`config.mk`:
```
export PLATFORM = sky130hd
export DESIGN_NAME = rc4_key_search
export DESIGN_NICKNAME = d
export VERILOG_FILES = /design/src/rtl/rc4_search_pkg.sv /design/src/rtl/rc4_sbox_ram.sv /design/src/rtl/rc4_key_stepper.sv /design/src/rtl/rc4_search_seq.sv /design/src/rtl/rc4_key_search.sv
export SDC_FILE = /design/constraint.sdc
export NUM_CORES = 2
export LEC_CHECK = 0
export ABC_AREA = 1
export BUFFER_PORTS_ARGS = -buffer_cell sky130_fd_sc_hd__buf_2
export CELL_PAD_IN_SITES_DETAIL_PLACEMENT = 0
export CELL_PAD_IN_SITES_GLOBAL_PLACEMENT = 1
export CORE_MARGIN = 4
export CORE_UTILIZATION = 30
export DETAILED_ROUTE_END_ITERATION = 8
export PLACE_DENSITY_LB_ADDON = 0.05
export REMOVE_ABC_BUFFERS = 1
export SYNTH_ARGS = -nofsm -noshare
export SYNTH_HDL_FRONTEND = slang
export SYNTH_SLANG_ARGS = --single-unit
```
`constraint.sdc`:
```
create_clock -name clk_i -period 12.6 [get_ports clk_i]
set_input_delay 2.52 -clock clk_i [delete_from_list [all_inputs] [get_ports clk_i]]
set_output_delay 2.52 -clock clk_i [all_outputs]
set_load 0.02 [all_outputs]
```
`src/rtl/rc4_search_pkg.sv`:
```
package rc4_search_pkg;
  localparam logic [7:0] PRINT_LO = 8'h20;
  localparam logic [7:0] PRINT_HI = 8'h7E;

  typedef enum logic [3:0] {
    ST_IDLE, ST_LEN_REQ, ST_LEN_CAP, ST_FILL,
    ST_KS_RDI, ST_KS_RDJ, ST_KS_WRI, ST_KS_WRJ,
    ST_GN_RDI, ST_GN_RDJ, ST_GN_WRI, ST_GN_WRJ,
    ST_GN_RDK, ST_GN_CHK, ST_FOUND, ST_EXHAUST
  } seq_state_e;

  function automatic logic is_printable(input logic [7:0] b);
    return (b >= PRINT_LO) && (b <= PRINT_HI);
  endfunction
endpackage

```
`src/rtl/rc4_sbox_ram.sv`:
```
module rc4_sbox_ram #(
  parameter int unsigned AW = 8,
  parameter int unsigned DW = 8
) (
  input  logic          clk_i,
  input  logic          we_i,
  input  logic [AW-1:0] addr_i,
  input  logic [DW-1:0] wdata_i,
  output logic [DW-1:0] rdata_o
);
  localparam int unsigned DEPTH = 1 << AW;

  logic [DW-1:0] mem_q [DEPTH];

  always_ff @(posedge clk_i) begin
    if (we_i) mem_q[addr_i] <= wdata_i;
    rdata_o <= mem_q[addr_i];
  end
endmodule

```
`src/rtl/rc4_key_stepper.sv`:
```
module rc4_key_stepper #(
  parameter int unsigned KEY_W  = 24,
  parameter int unsigned STRIDE = 8
) (
  input  logic             clk_i,
  input  logic             rst_ni,
  input  logic             load_i,
  input  logic [KEY_W-1:0] load_key_i,
  input  logic             adv_i,
  output logic [KEY_W-1:0] key_o,
  output logic             last_o
);
  localparam int unsigned SUM_W = KEY_W + 1;

  logic [KEY_W-1:0] key_q;
  logic [SUM_W-1:0] sum;

  assign sum    = {1'b0, key_q} + SUM_W'(STRIDE);
  assign last_o = sum[KEY_W];
  assign key_o  = key_q;

  always_ff @(posedge clk_i or negedge rst_ni) begin
    if (!rst_ni)                key_q <= '0;
    else if (load_i)            key_q <= load_key_i;
    else if (adv_i && !last_o)  key_q <= sum[KEY_W-1:0];
  end

  // a step moves exactly one stride
  a_r6_stride_step: assert property (@(posedge clk_i) disable iff (!rst_ni)
    (adv_i && !last_o && !load_i) |=> (key_o == $past(key_o) + KEY_W'(STRIDE)));

  // no other change without a load
  a_r6_key_hold: assert property (@(posedge clk_i) disable iff (!rst_ni)
    (!load_i && !adv_i) |=> $stable(key_o));
endmodule

```
`src/rtl/rc4_search_seq.sv`:
```
module rc4_search_seq import rc4_search_pkg::*; #(
  parameter int unsigned KEY_BYTES = 3,
  localparam int unsigned KEY_W = 8 * KEY_BYTES
) (
  input  logic             clk_i,
  input  logic             rst_ni,
  input  logic             start_i,
  input  logic             stop_i,
  input  logic [KEY_W-1:0] cur_key_i,
  input  logic             last_i,
  output logic             load_o,
  output logic             adv_o,
  output logic [7:0]       ram_addr_o,
  output logic             ram_we_o,
  output logic [7:0]       ram_wdata_o,
  input  logic [7:0]       ram_rdata_i,
  output logic [7:0]       ct_addr_o,
  input  logic [7:0]       ct_data_i,
  output logic [7:0]       pt_addr_o,
  output logic [7:0]       pt_data_o,
  output logic             pt_we_o,
  output logic             busy_o,
  output logic             found_o,
  output logic             exhausted_o
);
  localparam int unsigned KIDX_W = (KEY_BYTES > 1) ? $clog2(KEY_BYTES) : 1;

  seq_state_e        state_q;
  logic [7:0]        i_q, j_q, si_q, sj_q, ct_q, len_q, n_q;
  logic [KIDX_W-1:0] kidx_q, kidx_nx;
  logic [7:0]        key_bytes [KEY_BYTES];
  logic [7:0]        key_byte, i_nx, j_ks, j_gn, pt_byte;
  logic              byte_ok;

  // most significant byte is schedule byte 0
  for (genvar g = 0; g < KEY_BYTES; g++) begin : g_kbyte
    assign key_bytes[g] = cur_key_i[KEY_W-1-8*g -: 8];
  end

  assign key_byte = key_bytes[kidx_q];
  assign kidx_nx  = (kidx_q == KIDX_W'(KEY_BYTES-1)) ? '0 : kidx_q + 1'b1;
  assign i_nx     = i_q + 8'd1;
  assign j_ks     = j_q + ram_rdata_i + key_byte;
  assign j_gn     = j_q + ram_rdata_i;
  assign pt_byte  = ct_q ^ ram_rdata_i;
  assign byte_ok  = is_printable(pt_byte);

  assign found_o     = (state_q == ST_FOUND);
  assign exhausted_o = (state_q == ST_EXHAUST);
  assign busy_o      = !(state_q inside {ST_IDLE, ST_FOUND, ST_EXHAUST});
  assign load_o      = start_i && !busy_o && !stop_i;
  assign adv_o       = (state_q == ST_GN_CHK) && !byte_ok && !last_i && !stop_i;

  assign ct_addr_o = n_q;
  assign pt_addr_o = n_q;
  assign pt_we_o   = (state_q == ST_LEN_CAP) || (state_q == ST_GN_CHK);
  assign pt_data_o = (state_q == ST_LEN_CAP) ? ct_data_i : pt_byte;

  always_comb begin
    ram_addr_o  = i_q;
    ram_we_o    = 1'b0;
    ram_wdata_o = i_q;
    case (state_q)
      ST_FILL:              ram_we_o = 1'b1;
      ST_KS_RDJ:            ram_addr_o = j_ks;
      ST_KS_WRI, ST_GN_WRI: begin ram_we_o = 1'b1; ram_wdata_o = ram_rdata_i; end
      ST_KS_WRJ, ST_GN_WRJ: begin ram_addr_o = j_q; ram_we_o = 1'b1; ram_wdata_o = si_q; end
      ST_GN_RDI:            ram_addr_o = i_nx;
      ST_GN_RDJ:            ram_addr_o = j_gn;
      ST_GN_RDK:            ram_addr_o = si_q + sj_q;
      default: ;
    endcase
  end

  always_ff @(posedge clk_i or negedge rst_ni) begin
    if (!rst_ni) begin
      state_q <= ST_IDLE;
      i_q <= '0; j_q <= '0; si_q <= '0; sj_q <= '0;
      ct_q <= '0; len_q <= '0; n_q <= '0; kidx_q <= '0;
    end else if (stop_i) begin
      state_q <= ST_IDLE;
    end else begin
      case (state_q)
        ST_IDLE, ST_FOUND, ST_EXHAUST:
          if (start_i) begin n_q <= '0; state_q <= ST_LEN_REQ; end
        ST_LEN_REQ: state_q <= ST_LEN_CAP;
        ST_LEN_CAP: begin len_q <= ct_data_i; i_q <= '0; state_q <= ST_FILL; end
        ST_FILL: begin
          i_q <= i_nx;
          if (i_q == 8'hFF) begin j_q <= '0; kidx_q <= '0; state_q <= ST_KS_RDI; end
        end
        ST_KS_RDI: state_q <= ST_KS_RDJ;
        ST_KS_RDJ: begin si_q <= ram_rdata_i; j_q <= j_ks; state_q <= ST_KS_WRI; end
        ST_KS_WRI: state_q <= ST_KS_WRJ;
        ST_KS_WRJ: begin
          i_q    <= i_nx;
          kidx_q <= kidx_nx;
          if (i_q == 8'hFF) begin
            j_q     <= '0;
            n_q     <= 8'd1;
            state_q <= (len_q == 8'd0) ? ST_FOUND : ST_GN_RDI;
          end else begin
            state_q <= ST_KS_RDI;
          end
        end
        ST_GN_RDI: begin i_q <= i_nx; state_q <= ST_GN_RDJ; end
        ST_GN_RDJ: begin
          si_q <= ram_rdata_i; j_q <= j_gn; ct_q <= ct_data_i; state_q <= ST_GN_WRI;
        end
        ST_GN_WRI: begin sj_q <= ram_rdata_i; state_q <= ST_GN_WRJ; end
        ST_GN_WRJ: state_q <= ST_GN_RDK;
        ST_GN_RDK: state_q <= ST_GN_CHK;
        ST_GN_CHK: begin
          if (!byte_ok) begin
            i_q     <= '0;
            state_q <= last_i ? ST_EXHAUST : ST_FILL;
          end else if (n_q == len_q) begin
            state_q <= ST_FOUND;
          end else begin
            n_q     <= n_q + 8'd1;
            state_q <= ST_GN_RDI;
          end
        end
        default: state_q <= ST_IDLE;
      endcase
    end
  end

  a_r2_start_busy: assert property (@(posedge clk_i) disable iff (!rst_ni)
    (!busy_o && start_i && !stop_i) |=> busy_o);

  a_r4_pt_in_range: assert property (@(posedge clk_i) disable iff (!rst_ni)
    (pt_we_o && state_q == ST_GN_CHK) |-> (pt_addr_o != 8'd0 && pt_addr_o <= len_q));

  a_r5_reject_no_found: assert property (@(posedge clk_i) disable iff (!rst_ni)
    (pt_we_o && pt_addr_o != 8'd0 && !is_printable(pt_data_o)) |=> !found_o);

  a_r7_exhaust_on_last: assert property (@(posedge clk_i) disable iff (!rst_ni)
    $rose(exhausted_o) |-> $past(last_i));

  a_r8_found_hold: assert property (@(posedge clk_i) disable iff (!rst_ni)
    (found_o && !start_i && !stop_i) |=> found_o);

  a_r9_stop_clears: assert property (@(posedge clk_i) disable iff (!rst_ni)
    stop_i |=> (!busy_o && !found_o && !exhausted_o));

  a_r11_busy_ignores_start: assert property (@(posedge clk_i) disable iff (!rst_ni)
    (busy_o && start_i) |-> !load_o);
endmodule

```
`src/rtl/rc4_key_search.sv`:
```
module rc4_key_search #(
  parameter int unsigned NUM_CORES = 8,
  parameter int unsigned KEY_BYTES = 3,
  localparam int unsigned KEY_W = 8 * KEY_BYTES
) (
  input  logic             clk_i,
  input  logic             rst_ni,
  input  logic             start_i,
  input  logic             stop_i,
  input  logic [KEY_W-1:0] key_start_i,
  output logic [7:0]       ct_addr_o,
  input  logic [7:0]       ct_data_i,
  output logic [7:0]       pt_addr_o,
  output logic [7:0]       pt_data_o,
  output logic             pt_we_o,
  output logic             busy_o,
  output logic             found_o,
  output logic             exhausted_o,
  output logic [KEY_W-1:0] key_o
);
  logic       load, adv, last;
  logic [7:0] ram_addr, ram_wdata, ram_rdata;
  logic       ram_we;

  rc4_key_stepper #(.KEY_W(KEY_W), .STRIDE(NUM_CORES)) u_stepper (
    .clk_i, .rst_ni,
    .load_i(load), .load_key_i(key_start_i), .adv_i(adv),
    .key_o, .last_o(last)
  );

  rc4_sbox_ram #(.AW(8), .DW(8)) u_sbox (
    .clk_i, .we_i(ram_we), .addr_i(ram_addr), .wdata_i(ram_wdata), .rdata_o(ram_rdata)
  );

  rc4_search_seq #(.KEY_BYTES(KEY_BYTES)) u_seq (
    .clk_i, .rst_ni, .start_i, .stop_i,
    .cur_key_i(key_o), .last_i(last), .load_o(load), .adv_o(adv),
    .ram_addr_o(ram_addr), .ram_we_o(ram_we), .ram_wdata_o(ram_wdata), .ram_rdata_i(ram_rdata),
    .ct_addr_o, .ct_data_i, .pt_addr_o, .pt_data_o, .pt_we_o,
    .busy_o, .found_o, .exhausted_o
  );

  // accepted key held
  a_r8_key_stable: assert property (@(posedge clk_i) disable iff (!rst_ni)
    (found_o && !start_i && !stop_i) |=> $stable(key_o));

  // no plaintext writes while idle
  a_r1_idle_quiet: assert property (@(posedge clk_i) disable iff (!rst_ni)
    (!busy_o) |-> !pt_we_o);
endmodule

```
# Yosys cells after proc, flatten, opt, wreduce, memory -nomap -nowiden
# Memories as Yosys holds them, arrays and structs flattened. A register that Yosys moved wholly into a read port is not among the register bits.
# Cells that the tools add are included.
[totals] ff_bits=86 latchBits=0 ram_bits=2048 mem_bits_ro=0 input_bits=36 out_inout_bits=52 word_cells=119 n_memories=1
[memory_table] name="u_sbox.mem_q" depth=256 word_bits=8 rd=1 rd_ports_with_merged_regs=1 write_ports=1 line="rc4_sbox_ram.sv:13" source="logic [DW-1:0] mem_q [DEPTH];"
[op_classes] addsub=7 mul=0 div=0 order_cmp=3 eq_ne=27 n_shift=0 muxes=32 bitwise_logic=3 reduce_logical=36
[ops] op="$mux 8" n=9
[ops] op="$pmux 8 s3" n=3
[ops] op="$pmux 4 s14" n=1
[ops] op="$mux 24" n=2
[ops] op="$pmux 8 s5" n=1
[ops] op="$eq 4x4->1 const B" n=8
[ops] op="$add 24x4->25 const B" n=1
[ops] op="$add 8x8->8" n=3
[ops] op="$mux 4" n=6
[ops] op="$add 8x1->8 const B" n=2
[ops] op="$bmux 8 s2" n=1
[ops] op="$eq 4x3->1 const B" n=4
[ops] op="$pmux 8 s2" n=1
[ops] op="$reduce_bool 3->1" n=4
[ops] op="$reduce_and 2->1" n=5
[ops] op="$reduce_and 3->1" n=3
[ops] op="$eq 4x2->1 const B" n=2
[ops] op="$eq 8x8->1" n=1
[ops] op="$eq 8x8->1 const B" n=1
[ops] op="$ge 8x6->1 const B" n=1
[ops] op="$le 8x7->1 const B" n=1
[ops] op="$logic_not 8->1" n=1
[ops] op="$ne 2x1->1 const B" n=4
[ops] op="$reduce_or 2->1" n=4
[ops] op="other kinds (22)" n=39

# Longest topological paths before layout
[depth] ltp_word=10 ltp_mapped=26

# By module
# From an unflattened synthesis, not the netlist that was laid out.
[unflattened] cells_unflattened=9035 area_unflattened_um2=91575.3
[modules_own_cells] mod="rc4_sbox_ram" n_inst=1 cells_per_inst=8021 area_per_inst_um2=84856.4 seq_area_each_um2=61659.1
[modules_own_cells] mod="rc4_search_seq" n_inst=1 cells_per_inst=747 area_per_inst_um2=4979.8 seq_area_each_um2=1551.5
[modules_own_cells] mod="rc4_key_stepper" n_inst=1 cells_per_inst=267 area_per_inst_um2=1739.2 seq_area_each_um2=600.6

# Worst setup path before layout
# No wires, ideal clock.
[synth_timing] path_kind="flip-flop to flip-flop" start="reg u_seq.state_q[2]" end="mem u_sbox.mem_q[0][6] (data pin)" setup_ps=1629 arrival_ps=7978 setup_slack_ps=2993 stages_incl_launch_ff=6 cell_sequence="dfrtp_1 buf_2 inv_2 nand2_2 a21oi_1 o221ai_1"
[synth_via] elab_chain_len=3 word_cells_on_any_way=7 cone_classes="eq/ne (4); mux (1); reduce/logical (2)"
[synth_rtl] item="start: declaration" line="rc4_search_seq.sv:28" source="seq_state_e state_q;"
[synth_rtl] item="start signal: assignment" line="rc4_search_seq.sv:101" source="state_q <= (len_q == 8'd0) ? ST_FOUND : ST_GN_RDI;"
[synth_rtl] item="start signal: assignment" line="rc4_search_seq.sv:116" source="state_q <= last_i ? ST_EXHAUST : ST_FILL;"
[synth_rtl] item="$eq 4x3->1 or $eq 4x4->1 (tied branches)" line="rc4_search_seq.sv:63" source="case (state_q)"
[synth_rtl] item="$reduce_or 2->1"
[synth_rtl] item="$pmux 8 s2 *" line="rc4_search_seq.sv:63"
[synth_rtl] item="via ram_wdata[6]" line="rc4_key_search.sv:22" source="logic [7:0] ram_addr, ram_wdata, ram_rdata;"
[synth_rtl] item="end: declaration" line="rc4_sbox_ram.sv:13"
# The timed path passes the listed nets; every way through them passes the cells marked *.

# Worst setup path after layout
[layout_timing] start="reg u_seq.kidx_q[0]" end="reg u_sbox.rdata_o[0], read port of u_sbox.mem_q"
[layout_via] elab_chain_len=6
[layout_rtl] item="start: declaration" line="rc4_search_seq.sv:30" source="logic [KIDX_W-1:0] kidx_q, kidx_nx;"
[layout_rtl] item="start signal: assignment" line="rc4_search_seq.sv:97" source="kidx_q <= kidx_nx;"
[layout_rtl] item="$not 2->3 (implied by the code)" line="rc4_search_seq.sv:40" source="assign key_byte = key_bytes[kidx_q];"
[layout_rtl] item="$bmux 8 s2" line="rc4_search_seq.sv:40"
[layout_rtl] item="$mux 8 (implied by the code) (2 in series)" line="rc4_search_seq.sv:40"
[layout_rtl] item="$add 8x8->8" line="rc4_search_seq.sv:43" source="assign j_ks = j_q + ram_rdata_i + key_byte;"
[layout_rtl] item="$pmux 8 s5" line="rc4_search_seq.sv:63"
[layout_rtl] item="end: declaration" line="rc4_sbox_ram.sv:9" source="output logic [DW-1:0] rdata_o"
# No other way between the ends. The select of a mux whose other input is x is not followed.
# A chain may end at the register's enable or synchronous reset.

==> metrics <==
Worst Skew 0.0423 ns; vias per cell 4.74; Root Driver clkbuf_16; Cell Rows approximately 200; Leak between 40 and 50 nW; NetSw 12.7 mW; CTS buffer count roughly 270; CP Launch Type flip-flop; WHS 0.498 ns; max_slew headroom 16.2%; Seq/Total Area, Yosys 68.4%; DRC errors left 0; Routed Antenna Nets 0; Tot Pwr 28.3 mW; largest cells by area after synthesis edfxtp_1, nand2_1, nand3_1; Initial DRC Count just over 5,000; RSZ-0062 raised after global routing no; worst min-delay path class reg -> reg; part of the power in registers about a third; Max-Cap Viols 0; max reg flops between 2,000 and 2,500; CTS Buffer Depth 4; GRT Overall Usage between 20% and 30%; Final Max Tran Viols 0; Gate power share 42.6%; HPWL Detailed between 150,000 and 200,000 µm; Final Setup Violations 0; sw frac between 40 and 50%; YS warnings 0; non-filler cells, final between 10,000 and 15,000; period utilisation layout 52.2%; setup TNS 0 ns; EDFF count, synth 2,048; Clk pwr share 25.8%; Die ar. 320,000 µm²; via count between 60,000 and 70,000; mean post-synth cell area 9.93 µm²; Period minus WS final ~6.6 ns; # Post-CTS Setup Buffers 0; Area growth, synth to finish 13.7%; Yosys cell types 50; pin count of the biggest net entering global routing 177; CTS Sinks 2,142; CTS tree yes; wire per inst 24.1 µm; post-synth top area share 65.9%; Initial Utilization between 30% and 40%; WP data arrival 7.36 ns; die height approximately 570 µm; Post-Place Cells 13,200; Core ar. 309,000 µm²; Max VDD drop 0.250 mV; IO Port Bufs 87; Req. time, crit path 13.39 ns; nets@finish around 9,400; post-CTS resize count 0; FFs w/ async S/R, synth between 4 and 5%; htree depth 5; Congestion Overflow GR 0; Tightest Pin Transition 1.25 ns; number of global-route vias before repair 64,200; IO Pins 88; die width ~570 µm; WL final ~330,000 µm; f_max 0.152 GHz; final hold vios 0; RePlAce Congestion 0.806; # hold bufs at CTS 0; Power Density 267 nW/µm²; Internal 15.6 mW; clk_lat worst skew 0.89 ns; Synth Register Bits 2,142; initial antenna violation count 21; Worst Setup End Kind flip-flop; Clk pin slew, worst setup/hold paths about 0.06 ns; dominant cell type by area after synthesis edfxtp_1; Critical Path Fanout Max 83; drt pass-1 iters 5; share of cells above drive strength 1 ~6.6%; synthesized area 93,300 µm²; critical path type reg -> reg; status complete, no violations; Post-Synthesis Cells 9,395; Primary FF master, synth edfxtp_1; first-pass GRT wire length 476,000 µm; Top reg by flops u_sbox.mem_q
[synth_stat cells, types with 2 or more instances]
| master | n |
|---|---|
| nand4_1 | 9 |
| a221oi_1 | 2 |
| nand2_1 | 5170 |
| nand2_2 | 27 |
| nor3_1 | 18 |
| nand3_1 | 558 |
| a22oi_1 | 4 |
| xor2_1 | 33 |
| xnor2_1 | 9 |
| clkbuf_1 | 233 |
| edfxtp_1 | 2048 |
| dfrtp_1 | 86 |
| fa_1 | 3 |
| o221ai_1 | 9 |
| inv_1 | 108 |
| o22ai_1 | 11 |
| nand3b_1 | 2 |
| a21oi_1 | 30 |
| clkinv_1 | 3 |
| o31ai_1 | 3 |
| buf_2 | 222 |
| a211oi_1 | 2 |
| nor2_1 | 422 |
| nor2_2 | 10 |
| buf_4 | 13 |
| nor3_2 | 3 |
| mux2i_1 | 2 |
| o211ai_1 | 10 |
| clkbuf_2 | 4 |
| ha_1 | 24 |
| buf_6 | 2 |
| a31oi_1 | 9 |
| or2_2 | 8 |
| o21a_1 | 4 |
| dfxtp_1 | 8 |
| nor4_1 | 3 |
| inv_2 | 14 |
| o21ai_0 | 152 |
| o21ai_1 | 61 |
| buf_1 | 46 |
[placed cells by master (no fill, tap or decap), drive strengths merged, types with 7 or more instances in the layout]
| master | count |
|---|---|
| nand4 | 9 |
| ha | 24 |
| a21oi | 30 |
| nor2 | 432 |
| o211ai | 10 |
| nand3 | 558 |
| a31oi | 9 |
| o22ai | 11 |
| o21ai | 213 |
| o221ai | 9 |
| or2 | 8 |
| nor3 | 22 |
| nand2 | 5198 |
| dfxtp | 8 |
| inv | 130 |
| bufinv | 7 |
| dfrtp | 86 |
| buf | 203 |
| edfxtp | 2048 |
| xor2 | 33 |
| clkbuf | 374 |
| xnor2 | 9 |
| clkinv | 87 |
[power by group through the flow]
stage	clock network [mW]	registers [mW]	logic, mW
6_report	7.32	8.95	12.1
5_1_grt	7.83	8.97	13.4
4_1_cts	7.55	8.96	12.4
3_5_place_dp	0	9.10	12.4
3_3_place_gp	0	9.10	12.5
2_1_floorplan	0	9.56	7.70
[logic make-up after synthesis]
logic type	share of synthesized area [%]
mux	0.0215
fa+ha+maj	0.386
buf+inv	2.97
simple gates	26.0
flops	68.4
compound gates	1.77
xor+xnor	0.418
[critical path, stage by stage, from the launching register on]
cell and delay [ns]:
dfrtp_1 0.46, inv_2 0.08, nor2_2 0.25, inv_2 0.09, o221ai_1 0.22, ha_1 0.26
inv_1 0.08, fa_1 0.50, o21ai_0 0.19, nor2_1 0.05, nand4_1 0.12, nand2_4 0.41
inv_8 0.71, buf_4 0.80, buf_4 0.66, nand2_1 0.12, nand2_1 0.08, nand2_1 0.05
nand2_1 0.12, o21ai_0 0.16, nand2_1 0.39, nor2_1 0.13, nor2_1 0.12, nor2_1 0.12
nand2_1 0.16
[final timing paths]
check	to	startpoint	cells after the start	slack, ns
setup / recovery	u_sbox.rdata_o[0]	u_seq.kidx_q[0]	24	6.02
hold / removal	u_seq.sj_q[2]	u_seq.sj_q[2]	2	0.50
setup reg to reg	u_sbox.rdata_o[0]	u_seq.kidx_q[0]	24	6.02
hold reg to reg	u_seq.sj_q[2]	u_seq.sj_q[2]	2	0.50
max in group asynchronous	u_seq.ct_addr_o[7]	rst_ni	2	9.77
min in group asynchronous	u_stepper.key_o[20]	rst_ni	1	1.55
[layer usage]
layer / share of wire (%) / routed length (µm) / global-route usage (%)
met5: 0 / 0 / 0
met4: 1.7 / 5580 / 3.69
met1: 49 / 162000 / 29.9
met3: 4.0 / 13300 / 2.57
met2: 45 / 149000 / 31.9
[stage by stage]
step / instance area [µm²] / setup WS (ns) / utilization, %
final: 106000 / 6.02 / 34.3
after global routing: 106000 / 5.72 / 34.3
after CTS: 106000 / 6.05 / 34.3
after detailed placement: 97900 / 6.07 / 31.6
after global placement: 97900 / 6.01 / 31.6
after floorplan: 91000 / -17.71 / -
[area by class of cell]
type | count | area [µm²]
diodes | 3 | 7.51
clock buffers | 374 | 7460
clock inverters | 98 | 681
fillers | 31400 | 203000
inverters | 126 | 497
multi-input cells | 6607 | 27000
flip-flops and latches | 2142 | 63800
well taps | 4120 | 5150
repair buffers | 203 | 1450
No activity file was read; power rests on OpenSTA's default activity.
